## config.mk

```make
export PLATFORM = sky130hd
export DESIGN_NAME = home_dir_ctrl
export DESIGN_NICKNAME = d
export VERILOG_FILES = /design/src/rtl/dir_pkg.sv /design/src/rtl/dir_store.sv /design/src/rtl/dir_decide.sv /design/src/rtl/home_dir_ctrl.sv
export SDC_FILE = /design/constraint.sdc
export NUM_CORES = 1
export LEC_CHECK = 0
export ABC_CLOCK_PERIOD_IN_PS = 10000
export BUFFER_PORTS_ARGS = -buffer_cell sky130_fd_sc_hd__buf_2
export CORE_ASPECT_RATIO = 1.4
export CORE_UTILIZATION = 30
export DETAILED_ROUTE_END_ITERATION = 12
export GPL_TIMING_DRIVEN = 0
export SLEW_MARGIN = 20
export SYNTH_ARGS = -nofsm -noshare
export SYNTH_HDL_FRONTEND = slang
export SYNTH_SLANG_ARGS = --single-unit
```

## constraint.sdc

```tcl
create_clock -name clk -period 10 [get_ports clk]
set_clock_uncertainty 0.15 [all_clocks]
set_input_delay 2 -clock clk [delete_from_list [all_inputs] [get_ports clk]]
set_output_delay 2 -clock clk [all_outputs]
set_load 0.1 [all_outputs]
```

## src/rtl/dir_pkg.sv

```systemverilog
package dir_pkg;
  typedef enum logic [2:0] {
    OP_READ     = 3'd0,
    OP_READX    = 3'd1,
    OP_WRBACK   = 3'd2,
    OP_SHARE_WB = 3'd3,
    OP_OWN_XFER = 3'd4
  } op_e;

  typedef enum logic [1:0] {
    RQ_FWD_READ  = 2'd0,
    RQ_FWD_READX = 2'd1,
    RQ_INVAL     = 2'd2
  } rq_e;

  typedef enum logic [1:0] {
    RP_DATA_SH = 2'd0,
    RP_DATA_EX = 2'd1,
    RP_NAK     = 2'd2
  } rp_e;
endpackage

```

## src/rtl/dir_store.sv

```systemverilog
module dir_store #(
  parameter int NCL  = 16,
  parameter int NBLK = 32,
  localparam int BW  = $clog2(NBLK)
) (
  input  logic           clk,
  input  logic           rst_n,
  input  logic [BW-1:0]  rd_addr,
  output logic           rd_dirty,
  output logic [NCL-1:0] rd_pv,
  input  logic           wr_en,
  input  logic [BW-1:0]  wr_addr,
  input  logic           wr_dirty,
  input  logic [NCL-1:0] wr_pv
);
  logic           dirty_q [NBLK];
  logic [NCL-1:0] pv_q    [NBLK];

  for (genvar g = 0; g < NBLK; g++) begin : g_entry
    always_ff @(posedge clk) begin
      if (!rst_n) begin
        dirty_q[g] <= 1'b0;
        pv_q[g]    <= '0;
      end else if (wr_en && wr_addr == BW'(g)) begin
        dirty_q[g] <= wr_dirty;
        pv_q[g]    <= wr_pv;
      end
    end
  end

  assign rd_dirty = dirty_q[rd_addr];
  assign rd_pv    = pv_q[rd_addr];

  // a modified entry names exactly one holder, on read and on write
  p_dirty_single_r2: assert property (@(posedge clk) disable iff (!rst_n)
    (rd_dirty |-> $onehot(rd_pv)) and (wr_en && wr_dirty |-> $onehot(wr_pv)));
endmodule

```

## src/rtl/dir_decide.sv

```systemverilog
module dir_decide
  import dir_pkg::*;
#(
  parameter int NCL   = 16,
  localparam int CW   = $clog2(NCL),
  localparam int CNTW = $clog2(NCL + 1)
) (
  input  op_e              op,
  input  logic [CW-1:0]    src,
  input  logic [CW-1:0]    aux,
  input  logic             e_dirty,
  input  logic [NCL-1:0]   e_pv,
  output logic             need_rq,
  output rq_e              rq_kind,
  output logic [NCL-1:0]   rq_dest,
  output logic             need_rp,
  output rp_e              rp_kind,
  output logic [CNTW-1:0]  rp_cnt,
  output logic             upd,
  output logic             n_dirty,
  output logic [NCL-1:0]   n_pv
);
  function automatic logic [NCL-1:0] bit_of(input logic [CW-1:0] c);
    logic [NCL-1:0] m;
    m    = '0;
    m[c] = 1'b1;
    return m;
  endfunction

  function automatic logic [CW-1:0] first_set(input logic [NCL-1:0] v);
    logic [CW-1:0] r;
    r = '0;
    for (int i = NCL - 1; i >= 0; i--) if (v[i]) r = CW'(i);
    return r;
  endfunction

  function automatic logic [CNTW-1:0] pop(input logic [NCL-1:0] v);
    logic [CNTW-1:0] n;
    n = '0;
    for (int i = 0; i < NCL; i++) n = n + CNTW'(v[i]);
    return n;
  endfunction

  logic [NCL-1:0] sbit, others;
  logic [CW-1:0]  owner;
  logic           src_owns, nak;

  always_comb begin
    sbit     = bit_of(src);
    others   = e_pv & ~sbit;
    owner    = first_set(e_pv);
    src_owns = e_dirty && (owner == src);
    need_rq  = 1'b0;
    rq_kind  = RQ_FWD_READ;
    rq_dest  = '0;
    need_rp  = 1'b0;
    rp_kind  = RP_DATA_SH;
    rp_cnt   = '0;
    upd      = 1'b0;
    n_dirty  = e_dirty;
    n_pv     = e_pv;
    nak      = 1'b0;
    unique case (op)
      OP_READ: begin
        if (src_owns) nak = 1'b1;
        else if (e_dirty) begin
          need_rq = 1'b1;
          rq_kind = RQ_FWD_READ;
          rq_dest = bit_of(owner);
        end else begin
          need_rp = 1'b1;
          rp_kind = RP_DATA_SH;
          upd     = 1'b1;
          n_dirty = 1'b0;
          n_pv    = e_pv | sbit;
        end
      end
      OP_READX: begin
        if (src_owns) nak = 1'b1;
        else if (e_dirty) begin
          need_rq = 1'b1;
          rq_kind = RQ_FWD_READX;
          rq_dest = bit_of(owner);
        end else begin
          need_rp = 1'b1;
          rp_kind = RP_DATA_EX;
          rp_cnt  = pop(others);
          if (others != '0) begin
            need_rq = 1'b1;
            rq_kind = RQ_INVAL;
            rq_dest = others;
          end
          upd     = 1'b1;
          n_dirty = 1'b1;
          n_pv    = sbit;
        end
      end
      OP_WRBACK: begin
        if (src_owns) begin
          upd     = 1'b1;
          n_dirty = 1'b0;
          n_pv    = '0;
        end else nak = 1'b1;
      end
      OP_SHARE_WB: begin
        if (src_owns) begin
          upd     = 1'b1;
          n_dirty = 1'b0;
          n_pv    = sbit | bit_of(aux);
        end else nak = 1'b1;
      end
      OP_OWN_XFER: begin
        if (src_owns) begin
          upd     = 1'b1;
          n_dirty = 1'b1;
          n_pv    = bit_of(aux);
        end else nak = 1'b1;
      end
      default: nak = 1'b1;
    endcase
    if (nak) begin
      need_rp = 1'b1;
      rp_kind = RP_NAK;
    end
  end

  always_comb begin
    if (need_rq && rq_kind == RQ_INVAL)
      p_inv_skips_src_r6: assert (rq_dest[src] == 1'b0 && rq_dest != '0);
    if (need_rp && rp_kind == RP_DATA_EX)
      p_count_match_r9: assert (32'(rp_cnt) == (need_rq ? $countones(rq_dest) : 0));
  end
endmodule

```

## src/rtl/home_dir_ctrl.sv

```systemverilog
module home_dir_ctrl
  import dir_pkg::*;
#(
  parameter int NCL   = 16,
  parameter int NBLK  = 32,
  localparam int CW   = $clog2(NCL),
  localparam int BW   = $clog2(NBLK),
  localparam int CNTW = $clog2(NCL + 1)
) (
  input  logic            clk,
  input  logic            rst_n,
  input  logic            req_valid,
  output logic            req_ready,
  input  logic [2:0]      req_op,
  input  logic [CW-1:0]   req_src,
  input  logic [CW-1:0]   req_aux,
  input  logic [BW-1:0]   req_blk,
  output logic            rq_valid,
  input  logic            rq_ready,
  output logic [1:0]      rq_kind,
  output logic [NCL-1:0]  rq_dest,
  output logic [CW-1:0]   rq_origin,
  output logic [BW-1:0]   rq_blk,
  output logic            rp_valid,
  input  logic            rp_ready,
  output logic [1:0]      rp_kind,
  output logic [CW-1:0]   rp_dest,
  output logic [BW-1:0]   rp_blk,
  output logic [CNTW-1:0] rp_inv_cnt
);
  logic           e_dirty, need_rq, need_rp, upd, n_dirty, fire, wr_en;
  logic [NCL-1:0] e_pv, n_pv, d_rq_dest;
  rq_e            d_rq_kind;
  rp_e            d_rp_kind;

  dir_store #(.NCL(NCL), .NBLK(NBLK)) u_store (
    .clk(clk), .rst_n(rst_n),
    .rd_addr(req_blk), .rd_dirty(e_dirty), .rd_pv(e_pv),
    .wr_en(wr_en), .wr_addr(req_blk), .wr_dirty(n_dirty), .wr_pv(n_pv)
  );

  dir_decide #(.NCL(NCL)) u_decide (
    .op(op_e'(req_op)), .src(req_src), .aux(req_aux),
    .e_dirty(e_dirty), .e_pv(e_pv),
    .need_rq(need_rq), .rq_kind(d_rq_kind), .rq_dest(d_rq_dest),
    .need_rp(need_rp), .rp_kind(d_rp_kind), .rp_cnt(rp_inv_cnt),
    .upd(upd), .n_dirty(n_dirty), .n_pv(n_pv)
  );

  assign req_ready = (!need_rq || rq_ready) && (!need_rp || rp_ready);
  assign fire      = req_valid && req_ready;
  assign wr_en     = fire && upd;

  assign rq_valid  = fire && need_rq;
  assign rq_kind   = d_rq_kind;
  assign rq_dest   = d_rq_dest;
  assign rq_origin = req_src;
  assign rq_blk    = req_blk;

  assign rp_valid  = fire && need_rp;
  assign rp_kind   = d_rp_kind;
  assign rp_dest   = req_src;
  assign rp_blk    = req_blk;

  // a forwarded request goes to exactly one cluster
  p_fwd_one_r4: assert property (@(posedge clk) disable iff (!rst_n)
    rq_valid && rq_kind != 2'd2 |-> $onehot(rq_dest));
  // a NAK never coincides with an entry update
  p_nak_keeps_r10: assert property (@(posedge clk) disable iff (!rst_n)
    rp_valid && rp_kind == 2'd2 |-> !wr_en && !rq_valid);
  // a stalled request is silent and changes nothing
  p_stall_quiet_r11: assert property (@(posedge clk) disable iff (!rst_n)
    req_valid && !req_ready |-> !rq_valid && !rp_valid && !wr_en);
  // idle means quiet ports
  p_idle_quiet_r1: assert property (@(posedge clk) disable iff (!rst_n)
    !req_valid |-> !rq_valid && !rp_valid);
endmodule

```

Word-level counts from Yosys, hierarchy flattened --
Memory sizes are Yosys's and may differ from the RTL's. Index checks and enable logic that the tools add are counted.
Storage, ports and cells: bits in registers 0, memories kept 2, output and inout bits 46, word-level logic and storage cells 405, bits of input ports 21, latch bits 0, bits in read-only memories 0, bits in writable memories 544
Memory list:
- u_store.pv_q | words 32, width 16, rd ports 1, clocked after memory_dff 0, write ports 32, RTL line dir_store.sv:17 | logic [NCL-1:0] pv_q [NBLK];
- u_store.dirty_q | words 32, width 1, rd ports 1, clocked after memory_dff 0, write ports 32, RTL line dir_store.sv:16 | logic dirty_q [NBLK];
Cells by class: $mul 0, shift-type cells 0, div/mod/pow operators 0, multiplexer cells 227, equal/unequal tests 36, $add $sub $neg 15, reduce and logical (&&, ||, !) cells 51, $lt $le $gt $ge 6, bitwise gates (word level) 68
Operators by type and width (count):
- 2-to-1 mux 16 bit | 44
- 2-to-1 mux 1 bit | 148
- equality test 5 bit (second input constant) | 16
- one-hot mux 16 bit (5 select lines) | 1
- adder 5 x 1 -> 5 bit | 14
- 2-to-1 mux 4 bit | 16
- bitwise OR 1 bit | 64
- logical AND 1 bit | 41
- equality test 5 x 4 -> 1 bit (second input constant) | 8
- bitwise OR 16 bit | 2
- one-hot mux 16 bit (2 select lines) | 1
- equality test 5 x 3 -> 1 bit (second input constant) | 4
- bitwise AND 16 bit | 1
- inverter 16 bit | 1
- nonzero test 16 bit | 1
- less-than comparator 4 x 5 -> 1 bit (second input constant) | 3
- 2-to-1 mux 5 bit | 3
- 2-to-1 mux 2 bit | 7
- demux 1 bit (select 4 bit) | 3
- >= comparator 4 x 1 -> 1 bit (second input constant) | 3
- equality test 5 x 2 -> 1 bit (second input constant) | 2
- equality test 3 x 2 -> 1 bit (second input constant) | 2
- one-hot mux 1 bit (2 select lines) | 3
- equality test 5 x 1 -> 1 bit (second input constant) | 1
- other kinds (11) | 14

Depth between registers and ports, before layout --
Gate-level depths: netlist of the first run. An unclocked memory read counts as a cell.
depth after elaboration 32, depth in mapped cells 24, depth with buffers taken out 18

By module --
Synthesis of the first run repeated with hierarchy kept, for this count alone.
Second synthesis, totals: cell total of the unflattened synthesis 2264, area total of the unflattened synthesis 28004.4 um^2
By module, submodules not included:
- dir_store | area an instance 25490.7 um^2, seq. area each 16325.7 um^2, instances 1, cells each 1876
- dir_decide | area an instance 2326.0 um^2, seq. area each 0.0 um^2, instances 1, cells each 361
- home_dir_ctrl | area an instance 187.7 um^2, seq. area each 0.0 um^2, instances 1, cells each 27

Worst setup path after synthesis of the first run --
Ideal clock, no wire load.
path type input port to output port, start point input port req_blk[0], end point output port rp_inv_cnt[2], stages 20, data required time 7850 ps, data arrival time 9321 ps, slack -1471 ps, buffers on the path 4, cell sequence buf_6 -> buf_6 -> buf_6 -> or3b_2 -> o221ai_1 -> a221o_1 -> and2_1 -> buf_2 -> a21boi_0 -> inv_1 -> ha_1 -> inv_1 -> fa_1 -> fa_1 -> fa_1 -> fa_1 -> fa_1 -> fa_1 -> nor2b_1 -> nor3_1
Between the ends: word-level cells in the longest chain between the ends 21, elaborated cells on any way between the ends 39, classes of those cells add/sub: 15; eq/ne: 1; mux: 19; bitwise: 1; reduce/logical: 1; memory: 2
Ends and longest elaborated chain:
- start: declaration | RTL line home_dir_ctrl.sv:17 | input logic [BW-1:0] req_blk,
- parallel branches: the longest is 19 deep, another holds memory (32 x 16 bit)
- 2-to-1 mux 5 bit * | RTL line dir_decide.sv:79 | if (src_owns) nak = 1'b1;
- 2-to-1 mux 5 bit * | RTL line dir_decide.sv:63 | unique case (op)
- end: declaration | RTL line home_dir_ctrl.sv:29 | output logic [CNTW-1:0] rp_inv_cnt
Mark *: on every way between the ends.

Worst setup path after layout of the first run --
start point input port req_blk[3], end point output port rp_inv_cnt[2]
Same word-level chain as after synthesis.

==> metrics.txt, run 1 <==
# TYPE chip_impl_metric gauge
chip_impl_metric{name="detail_route.wl_per_cell",unit="um"} 29.91
chip_impl_info{name="outcome",value="finished, final reports clean"} 1
chip_impl_metric{name="timing.critical_path.fanout_max",unit=""} 9
chip_impl_info{name="worstSetupEndpointType",value="primary output"} 1
chip_impl_metric{name="finalWeightedCongestion",unit=""} 0.9531
chip_impl_metric{name="max_slew_margin",unit="%"} 22.03
chip_impl_metric{name="grtUsageTotal",unit="%"} 22.57
chip_impl_metric{name="timing_worst_slew_pin_value",unit="ns"} 1.170
chip_impl_metric{name="synthCells",unit=""} 2029
chip_impl_metric{name="floorplan.rows",unit=""} 129
chip_impl_metric{name="clkLatencyLatePin",unit="ns"} 0.60
chip_impl_metric{name="grt_pass1_wl",unit="um"} 143100
chip_impl_metric{name="largest_voltage_drop_on_the_vdd_net",unit="mV"} 0.1143
chip_impl_metric{name="detailroute.via_count",unit=""} 19150
chip_impl_metric{name="multi_input_area",unit="sq um"} 9837
chip_impl_metric{name="synth_edf_count",unit=""} 543
chip_impl_metric{name="grt_start_max_net_pins",unit=""} 17
chip_impl_metric{name="post-route-period-util",unit="%"} 99.43
chip_impl_metric{name="power.leakage",unit="nW"} 11.64
chip_impl_metric{name="finalSetupViolCount",unit=""} 0
chip_impl_info{name="ys.flop_type",value="sky130_fd_sc_hd__edfxtp_1"} 1
chip_impl_metric{name="shortest_clock_period_the_worst_path_allows_after_layout",unit="ns"} 9.943
chip_impl_metric{name="tightest_hold_margin",unit="ns"} 0.3228
chip_impl_metric{name="avgViaCountPerCell",unit=""} 5.592
chip_impl_metric{name="layout-area-overhead-vs-synth",unit="%"} 20.05
chip_impl_info{name="post_synthesis_cell_type_with_the_largest_combined_area",value="sky130_fd_sc_hd__edfxtp_1"} 1
chip_impl_metric{name="cap_violations",unit=""} 0
chip_impl_metric{name="finalHoldViolCount",unit=""} 0
chip_impl_metric{name="ys_warn_count",unit=""} 0
chip_impl_metric{name="synth_seq_cells",unit=""} 544
chip_impl_metric{name="fmaxAchievable",unit="MHz"} 100.6
chip_impl_metric{name="final_nets",unit=""} 2245
chip_impl_metric{name="die_area",unit="sq um"} 90220
chip_impl_metric{name="worst_setup_hold_path_clk_slew",unit="ns"} 0.07
chip_impl_metric{name="top_level_ports",unit=""} 67
chip_impl_metric{name="synth_async_sr_flop_share",unit="%"} 0
chip_impl_metric{name="fraction_of_post_synthesis_cell_area_in_the_top_cell_type_by_area",unit="%"} 61.07
chip_impl_metric{name="slew_violations",unit=""} 0
chip_impl_metric{name="drcViolationCount",unit=""} 0
chip_impl_metric{name="worst-endpoint-required",unit="ns"} 7.85
chip_impl_metric{name="synth-seq-area-share",unit="%"} 61.14
chip_impl_metric{name="synthDistinctLibCells",unit=""} 95
chip_impl_metric{name="worst-r2r-cell-count",unit=""} 15
chip_impl_metric{name="port-buffer-count",unit=""} 60
chip_impl_metric{name="syn_area_per_cell",unit="sq um"} 13.16
chip_impl_metric{name="number_of_buffers_created_by_cts",unit=""} 50
chip_impl_metric{name="holdBufCountCts",unit=""} 0
chip_impl_metric{name="crit_arrival",unit="ns"} 7.79
chip_impl_metric{name="layout.filler_cells",unit=""} 8494
chip_impl_metric{name="numPlacedInstances",unit=""} 3311
chip_impl_info{name="setup_cp_type",value="in2out"} 1
chip_impl_metric{name="post-layout-total-power",unit="mW"} 5.676
chip_impl_metric{name="starting_density_of_the_core",unit="%"} 30.24
chip_impl_metric{name="first_global_vias",unit=""} 19150
chip_impl_metric{name="globalRouteOverflowTotal",unit=""} 0
chip_impl_metric{name="postRouteAntennaNets",unit=""} 0
chip_impl_metric{name="antenna_found_initial",unit=""} 4
chip_impl_metric{name="clkSinkCount",unit=""} 544
chip_impl_metric{name="seqCellArea",unit="sq um"} 16330
chip_impl_info{name="classification_of_the_worst_slack_hold_path",value="reg2reg"} 1
chip_impl_metric{name="layout.cells.non_filler",unit=""} 3425
chip_impl_metric{name="post_route_cells_drive_above_1_share",unit="%"} 27.92
chip_impl_info{name="tritoncts_clock_tree",value="done"} 1
chip_impl_metric{name="postSynthNetCount",unit=""} 2067
chip_impl_metric{name="cts_max_level",unit=""} 2
chip_impl_metric{name="dp.final_hpwl",unit="um"} 74430
chip_impl_metric{name="floorplan.die.height",unit="um"} 355.0
chip_impl_metric{name="drt_first_iter_violations",unit=""} 2354
chip_impl_metric{name="wirelength",unit="um"} 102400
chip_impl_metric{name="dieWidth",unit="um"} 254.1
chip_impl_metric{name="hold_path_depth",unit=""} 2
chip_impl_metric{name="fp.coreArea",unit="sq um"} 88290
chip_impl_metric{name="synth.cell_area",unit="sq um"} 26700
chip_impl_info{name="synth_area_leaders",value="sky130_fd_sc_hd__edfxtp_1 (61%), sky130_fd_sc_hd__mux4_2 (8.4%), sky130_fd_sc_hd__nor2_1 (8.3%)"} 1
chip_impl_metric{name="cts-root-to-sink-buffers",unit=""} 3
chip_impl_metric{name="setup_tns",unit="ns"} 0
chip_impl_metric{name="firstDrtPassIters",unit=""} 5
chip_impl_info{name="cts_root_buffer",value="sky130_fd_sc_hd__clkbuf_16"} 1
chip_impl_info{name="launching_element_type_of_the_critical_path",value="input pin"} 1
chip_impl_metric{name="antennaDiodeCount",unit=""} 0
chip_impl_metric{name="powerDensity",unit="nW/um^2"} 177.1
==> synth_stat cells, types with 19 or more instances <==
cell / count
sky130_fd_sc_hd__nor2_1: 592
sky130_fd_sc_hd__edfxtp_1: 543
sky130_fd_sc_hd__mux4_2: 100
sky130_fd_sc_hd__mux2i_1: 74
sky130_fd_sc_hd__buf_2: 69
sky130_fd_sc_hd__nand2_1: 65
sky130_fd_sc_hd__buf_4: 52
sky130_fd_sc_hd__clkbuf_1: 40
sky130_fd_sc_hd__a21oi_1: 29
sky130_fd_sc_hd__o21ai_0: 26
sky130_fd_sc_hd__inv_1: 23
sky130_fd_sc_hd__nand3_1: 21
sky130_fd_sc_hd__nor3_1: 21
sky130_fd_sc_hd__mux2_2: 19
==> worst max-delay path, stage by stage <==
cell                       delay [ns]
sky130_fd_sc_hd__buf_2           0.18
sky130_fd_sc_hd__nand2b_1        0.60
sky130_fd_sc_hd__o22ai_1         0.36
sky130_fd_sc_hd__a21oi_2         0.14
sky130_fd_sc_hd__a32oi_1         0.41
sky130_fd_sc_hd__buf_6           0.24
sky130_fd_sc_hd__and2_1          0.22
sky130_fd_sc_hd__nand2_1         0.19
sky130_fd_sc_hd__fa_1            0.56
sky130_fd_sc_hd__fa_1            0.45
sky130_fd_sc_hd__fa_1            0.51
sky130_fd_sc_hd__fa_1            0.52
sky130_fd_sc_hd__fa_2            0.41
sky130_fd_sc_hd__fa_2            0.39
sky130_fd_sc_hd__nor2b_4         0.15
sky130_fd_sc_hd__nor3_4          0.20
sky130_fd_sc_hd__buf_12          0.20
==> cells in the final DEF (no fill, tap or decap), types with 15 or more instances in the layout <==
cell                        synthesis  final
sky130_fd_sc_hd__mux4_2           100    100
sky130_fd_sc_hd__nand3_1           21     21
sky130_fd_sc_hd__buf_4             52     75
sky130_fd_sc_hd__nand2_1           65     64
sky130_fd_sc_hd__clkbuf_1          40     34
sky130_fd_sc_hd__nor2_1           592    582
sky130_fd_sc_hd__mux2i_1           74     74
sky130_fd_sc_hd__buf_2             69    113
sky130_fd_sc_hd__nor3_1            21     20
sky130_fd_sc_hd__mux2_2            19     17
sky130_fd_sc_hd__o21ai_4            0     17
sky130_fd_sc_hd__buf_16             0     20
sky130_fd_sc_hd__o221ai_1          18     17
sky130_fd_sc_hd__o31ai_4            0     15
sky130_fd_sc_hd__clkbuf_16          0     53
sky130_fd_sc_hd__o22ai_1           18     18
sky130_fd_sc_hd__edfxtp_1         543    543
sky130_fd_sc_hd__a22oi_1           16     16
sky130_fd_sc_hd__a21oi_1           29     24
sky130_fd_sc_hd__inv_1             23     22
sky130_fd_sc_hd__buf_6             18     36
==> cell type report <==
cell class	count	area share (%)
sequential	544	50.93
multi-input combinational	1274	30.69
tap	1179	4.602
buffer	181	4.348
clock buffer	59	4.208
timing repair buffer	131	4.059
clock inverter	32	0.8509
inverter	25	0.3123
==> per-stage QoR <==
| step | area [sq um] | worst slack, ns | utilization, % |
|---|---|---|---|
| 2_1_floorplan | 26740 | 0.007019 | - |
| 3_3_place_gp | 28510 | -2.409 | 32.29 |
| 3_5_place_dp | 29670 | -1.874 | 33.61 |
| 4_1_cts | 31790 | 0.008908 | 36.00 |
| 5_1_grt | 32050 | -0.005098 | 36.31 |
| 6_report | 32050 | 0.05722 | 36.31 |
==> kinds of logic after synthesis <==
group	synth area share, %
XOR/XNOR	0.03281
flip-flops	61.14
AND/OR/NAND/NOR	14.46
multiplexers	12.01
buffers and inverters	4.569
AO/OA/AOI/OAI	6.710
adder cells (fa/ha/maj)	1.078
==> sequential cells by signal, summed over array words and instances (netlist names) <==
register         cells
u_store.dirty_q     32
u_store.pv_q       512
==> what timing repair did <==
item	4_1_cts	5_1_grt
setup buffers	17	11
resized for setup	99	40
endpoints found under the setup margin	19	6
hold endpoints to repair	0	0
pin swaps	10	14
==> per-layer routing <==
metal / share of wire (%) / vias up / wire (um) / GRT usage [%]
met3: 8.6 / 319 / 8813 / 3.555
met2: 49 / 1177 / 50010 / 38.08
met4: 8.4 / 2 / 8619 / 16.27
li1: - / 7916 / - / -
met1: 34 / 9739 / 34990 / 25.94
met5: 0.012 / - / 12 / 0
==> report_power, final <==
| part | switching (mW) | leakage [nW] | internal [mW] |
|---|---|---|---|
| registers | 0.0222 | 5.62 | 2.58 |
| logic | 0.749 | 5.22 | 0.366 |
| clock network | 0.875 | 0.806 | 1.09 |
| total | 1.65 | 11.6 | 4.03 |
==> path summary, 6_finish.rpt <==
| kind | startpoint | endpoint | slack [ns] |
|---|---|---|---|
| setup / recovery | req_blk[3] | rp_inv_cnt[2] | 0.06 |
| hold / removal | u_store.dirty_q[16]$_DFF_P_ | u_store.dirty_q[16]$_DFF_P_ | 0.32 |
| setup reg to reg | u_store.pv_q[26][9]$_SDFFCE_PN0P_ | u_store.pv_q[28][2]$_SDFFCE_PN0P_ | 3.79 |
| hold reg to reg | u_store.dirty_q[16]$_DFF_P_ | u_store.dirty_q[16]$_DFF_P_ | 0.32 |
Note: power is estimated with default switching activity, not from simulation.
==> run 2, diff against run 1 <==
--- a/config.mk
+++ b/config.mk
@@ -12,3 +12,3 @@
 export DETAILED_ROUTE_END_ITERATION = 12
-export GPL_TIMING_DRIVEN = 0
+export GPL_TIMING_DRIVEN = 1
 export SLEW_MARGIN = 20
==> constraint.sdc (replaced) <==
create_clock -name clk -period 10 [get_ports clk]
set_clock_uncertainty 0.15 [all_clocks]
set_input_delay 0.5 -clock clk [delete_from_list [all_inputs] [get_ports clk]]
set_output_delay 0.5 -clock clk [all_outputs]
set_load 0.1 [all_outputs]
==> metrics.txt, run 2 (synthesis results as in run 1) <==
# TYPE chip_impl_metric gauge
chip_impl_info{name="outcome",value="finished, final reports clean"} 1
chip_impl_info{name="commonest_cells_after_routing_fill_and_taps_aside",value="sky130_fd_sc_hd__nor2_1 (592), sky130_fd_sc_hd__edfxtp_1 (543), sky130_fd_sc_hd__mux4_2 (100)"} 1
chip_impl_metric{name="top_level_ports",unit=""} 67
chip_impl_metric{name="finalSetupViolCount",unit=""} 0
chip_impl_info{name="tritoncts_clock_tree",value="done"} 1
chip_impl_info{name="slowest_stage",value="sky130_fd_sc_hd__mux4_2"} 1
chip_impl_metric{name="drt_first_iter_violations",unit=""} 1908
chip_impl_metric{name="final_nets",unit=""} 2064
chip_impl_metric{name="wirelength",unit="um"} 87680
chip_impl_metric{name="detailroute.via_count",unit=""} 17750
chip_impl_metric{name="cts_max_level",unit=""} 2
chip_impl_info{name="largest_register",value="u_store.pv_q"} 1
chip_impl_metric{name="grtUsageTotal",unit="%"} 19.27
chip_impl_info{name="crit_path_frequent_cell",value="sky130_fd_sc_hd__fa_1"} 1
chip_impl_metric{name="fmaxAchievable",unit="MHz"} 123.8
chip_impl_metric{name="worst_slack",unit="ns"} 1.925
chip_impl_metric{name="first_global_vias",unit=""} 17690
chip_impl_metric{name="floorplan.rows",unit=""} 129
chip_impl_metric{name="max_slew_margin",unit="%"} 24.38
chip_impl_info{name="launching_element_type_of_the_critical_path",value="input pin"} 1
chip_impl_metric{name="timing_worst_slew_pin_value",unit="ns"} 1.134
chip_impl_metric{name="number_of_buffers_created_by_cts",unit=""} 50
chip_impl_metric{name="finalHoldViolCount",unit=""} 0
chip_impl_metric{name="clkSinkCount",unit=""} 544
chip_impl_metric{name="hold_path_depth",unit=""} 3
chip_impl_metric{name="peak_per_stage_delay_on_the_critical_path",unit="ns"} 0.57
chip_impl_metric{name="clkLatencyLatePin",unit="ns"} 0.59
chip_impl_metric{name="detail_route.wl_per_cell",unit="um"} 27.02
chip_impl_metric{name="avgViaCountPerCell",unit=""} 5.470
chip_impl_metric{name="grt_pass1_wl",unit="um"} 125100
chip_impl_metric{name="drcViolationCount",unit=""} 0
chip_impl_metric{name="layout.filler_cells",unit=""} 8585
chip_impl_metric{name="post_route_cells_drive_above_1_share",unit="%"} 20.23
chip_impl_info{name="grt_setup_unrepaired",value="false"} 1
chip_impl_metric{name="starting_density_of_the_core",unit="%"} 30.24
chip_impl_metric{name="layout.cells.non_filler",unit=""} 3245
chip_impl_metric{name="globalRouteOverflowTotal",unit=""} 0
chip_impl_info{name="worstSetupEndpointType",value="primary output"} 1
chip_impl_info{name="cts_root_buffer",value="sky130_fd_sc_hd__clkbuf_16"} 1
chip_impl_metric{name="port-buffer-count",unit=""} 66
chip_impl_info{name="crit_start",value="req_blk[0]"} 1
chip_impl_metric{name="finalWeightedCongestion",unit=""} 0.9351
chip_impl_metric{name="crit_arrival",unit="ns"} 7.43
chip_impl_info{name="r2r-start",value="u_store.pv_q[20][3]$_SDFFCE_PN0P_"} 1
chip_impl_info{name="setup_cp_type",value="in2out"} 1
chip_impl_metric{name="floorplan.die.height",unit="um"} 355.0
chip_impl_metric{name="holdBufCountCts",unit=""} 0
chip_impl_metric{name="worst-r2r-cell-count",unit=""} 13
chip_impl_info{name="most_common_cell_after_layout_fill_and_taps_aside",value="sky130_fd_sc_hd__nor2_1"} 1
chip_impl_metric{name="postCtsResizedCells",unit=""} 0
chip_impl_metric{name="antennaDiodeCount",unit=""} 0
chip_impl_info{name="hold_path_startpoint",value="req_valid"} 1
chip_impl_metric{name="slew_violations",unit=""} 0
chip_impl_metric{name="antenna_found_initial",unit=""} 1
chip_impl_metric{name="numPlacedInstances",unit=""} 3151
chip_impl_metric{name="final_util",unit="%"} 33.78
chip_impl_metric{name="layout-area-overhead-vs-synth",unit="%"} 11.71
chip_impl_metric{name="setup_tns",unit="ns"} 0
chip_impl_metric{name="post-route-period-util",unit="%"} 80.75
chip_impl_info{name="critical_path.cell_chain",value="buf_4 > buf_4 > mux4_2 > mux2_2 > a221o_1 > and2_1 > a21boi_0 > inv_1 > ha_1 > inv_1 > fa_1 > fa_1 > fa_1 > fa_1 > fa_1 > fa_1 > nor2b_1 > o21ai_0 > nor2_1 > buf_2"} 1
chip_impl_metric{name="shortest_clock_period_the_worst_path_allows_after_layout",unit="ns"} 8.075
chip_impl_metric{name="die_area",unit="sq um"} 90220
chip_impl_metric{name="grt_start_max_net_pins",unit=""} 62
chip_impl_metric{name="largest_register_ffs",unit=""} 512
chip_impl_metric{name="dieWidth",unit="um"} 254.1
chip_impl_metric{name="powerDensity",unit="nW/um^2"} 183.1
chip_impl_info{name="regs_by_ff_count",value="u_store.pv_q (512), u_store.dirty_q (32)"} 1
chip_impl_metric{name="dp.final_hpwl",unit="um"} 58980
chip_impl_metric{name="fp.coreArea",unit="sq um"} 88290
chip_impl_metric{name="worst_setup_hold_path_clk_slew",unit="ns"} 0.06
chip_impl_metric{name="postRouteAntennaNets",unit=""} 0
chip_impl_metric{name="post_cts.repair.setup_buffers",unit=""} 0
chip_impl_metric{name="largest_voltage_drop_on_the_vdd_net",unit="mV"} 0.1196
chip_impl_metric{name="post-place-ws",unit="ns"} 1.948
chip_impl_metric{name="timing.critical_path.fanout_max",unit=""} 39
chip_impl_metric{name="cap_violations",unit=""} 0
chip_impl_metric{name="cts-root-to-sink-buffers",unit=""} 3
chip_impl_info{name="classification_of_the_worst_slack_hold_path",value="in2reg"} 1
chip_impl_metric{name="firstDrtPassIters",unit=""} 6
chip_impl_metric{name="worst-endpoint-required",unit="ns"} 9.35
chip_impl_metric{name="power.leakage",unit="nW"} 10.62
-- run 2: changes by cell type in the layout (fill, tap and decap cells not counted), sizes merged --
cell,before,now
clkinv,29,19
inv,23,26
clkbuf,103,65
buf,266,131
clkinvlp,0,2
clkdlybuf4s15,2,0
-- run 2: per-layer routing --
layer / vias to the layer above / wire length, um / GRT usage (%) / part of all wire, %
met5: - / 12 / 0 / 0.014
met4: 2 / 8015 / 15.43 / 9.1
met3: 266 / 5097 / 2.319 / 5.8
met2: 821 / 44810 / 33.77 / 51
met1: 9132 / 29740 / 20.90 / 34
li1: 7530 / - / - / -
-- run 2: metrics by stage --
step,power [mW],hold WS [ns],cell area (sq um)
after floorplan,3.244,0.2851,26700
after global placement,3.547,0.3162,28140
after detailed placement,3.551,0.3140,28140
after CTS,5.467,0.2585,29770
after global routing,5.597,0.3135,29830
final,5.463,0.2819,29830
-- run 2: report_power, final --
part	internal, mW	switching, mW	leakage (nW)
Clock	1.10	0.854	0.800
Sequential	2.58	0.0213	5.62
Combinational	0.254	0.658	4.21
-- run 2: area by class of cell --
cell class / instances / area (sq um) / share of cell area [%]
timing repair buffer: 131 / 873.3 / 2.928
inverter: 25 / 93.84 / 0.3146
tap: 1179 / 1475 / 4.946
sequential: 544 / 16330 / 54.73
clock buffer: 65 / 1371 / 4.598
multi-input combinational: 1274 / 9422 / 31.59
clock inverter: 27 / 266.5 / 0.8935
-- run 2: path summary, 6_finish.rpt --
| check | endpoint | slack [ns] |
|---|---|---|
| max reg2reg | u_store.pv_q[14][9]$_SDFFCE_PN0P_ | 3.43 |
| min reg2reg | u_store.dirty_q[16]$_DFF_P_ | 0.33 |
| max | rp_inv_cnt[4] | 1.92 |
| min | u_store.dirty_q[16]$_DFF_P_ | 0.28 |
-- run 2: worst max-delay path: cells and delay by family --
| kind | cells | cell delay (ns) |
|---|---|---|
| buf+inv | 5 | 1.66 |
| simple gates | 3 | 0.56 |
| compound gates | 3 | 0.65 |
| mux | 2 | 0.86 |
| fa+ha+maj | 7 | 3.13 |
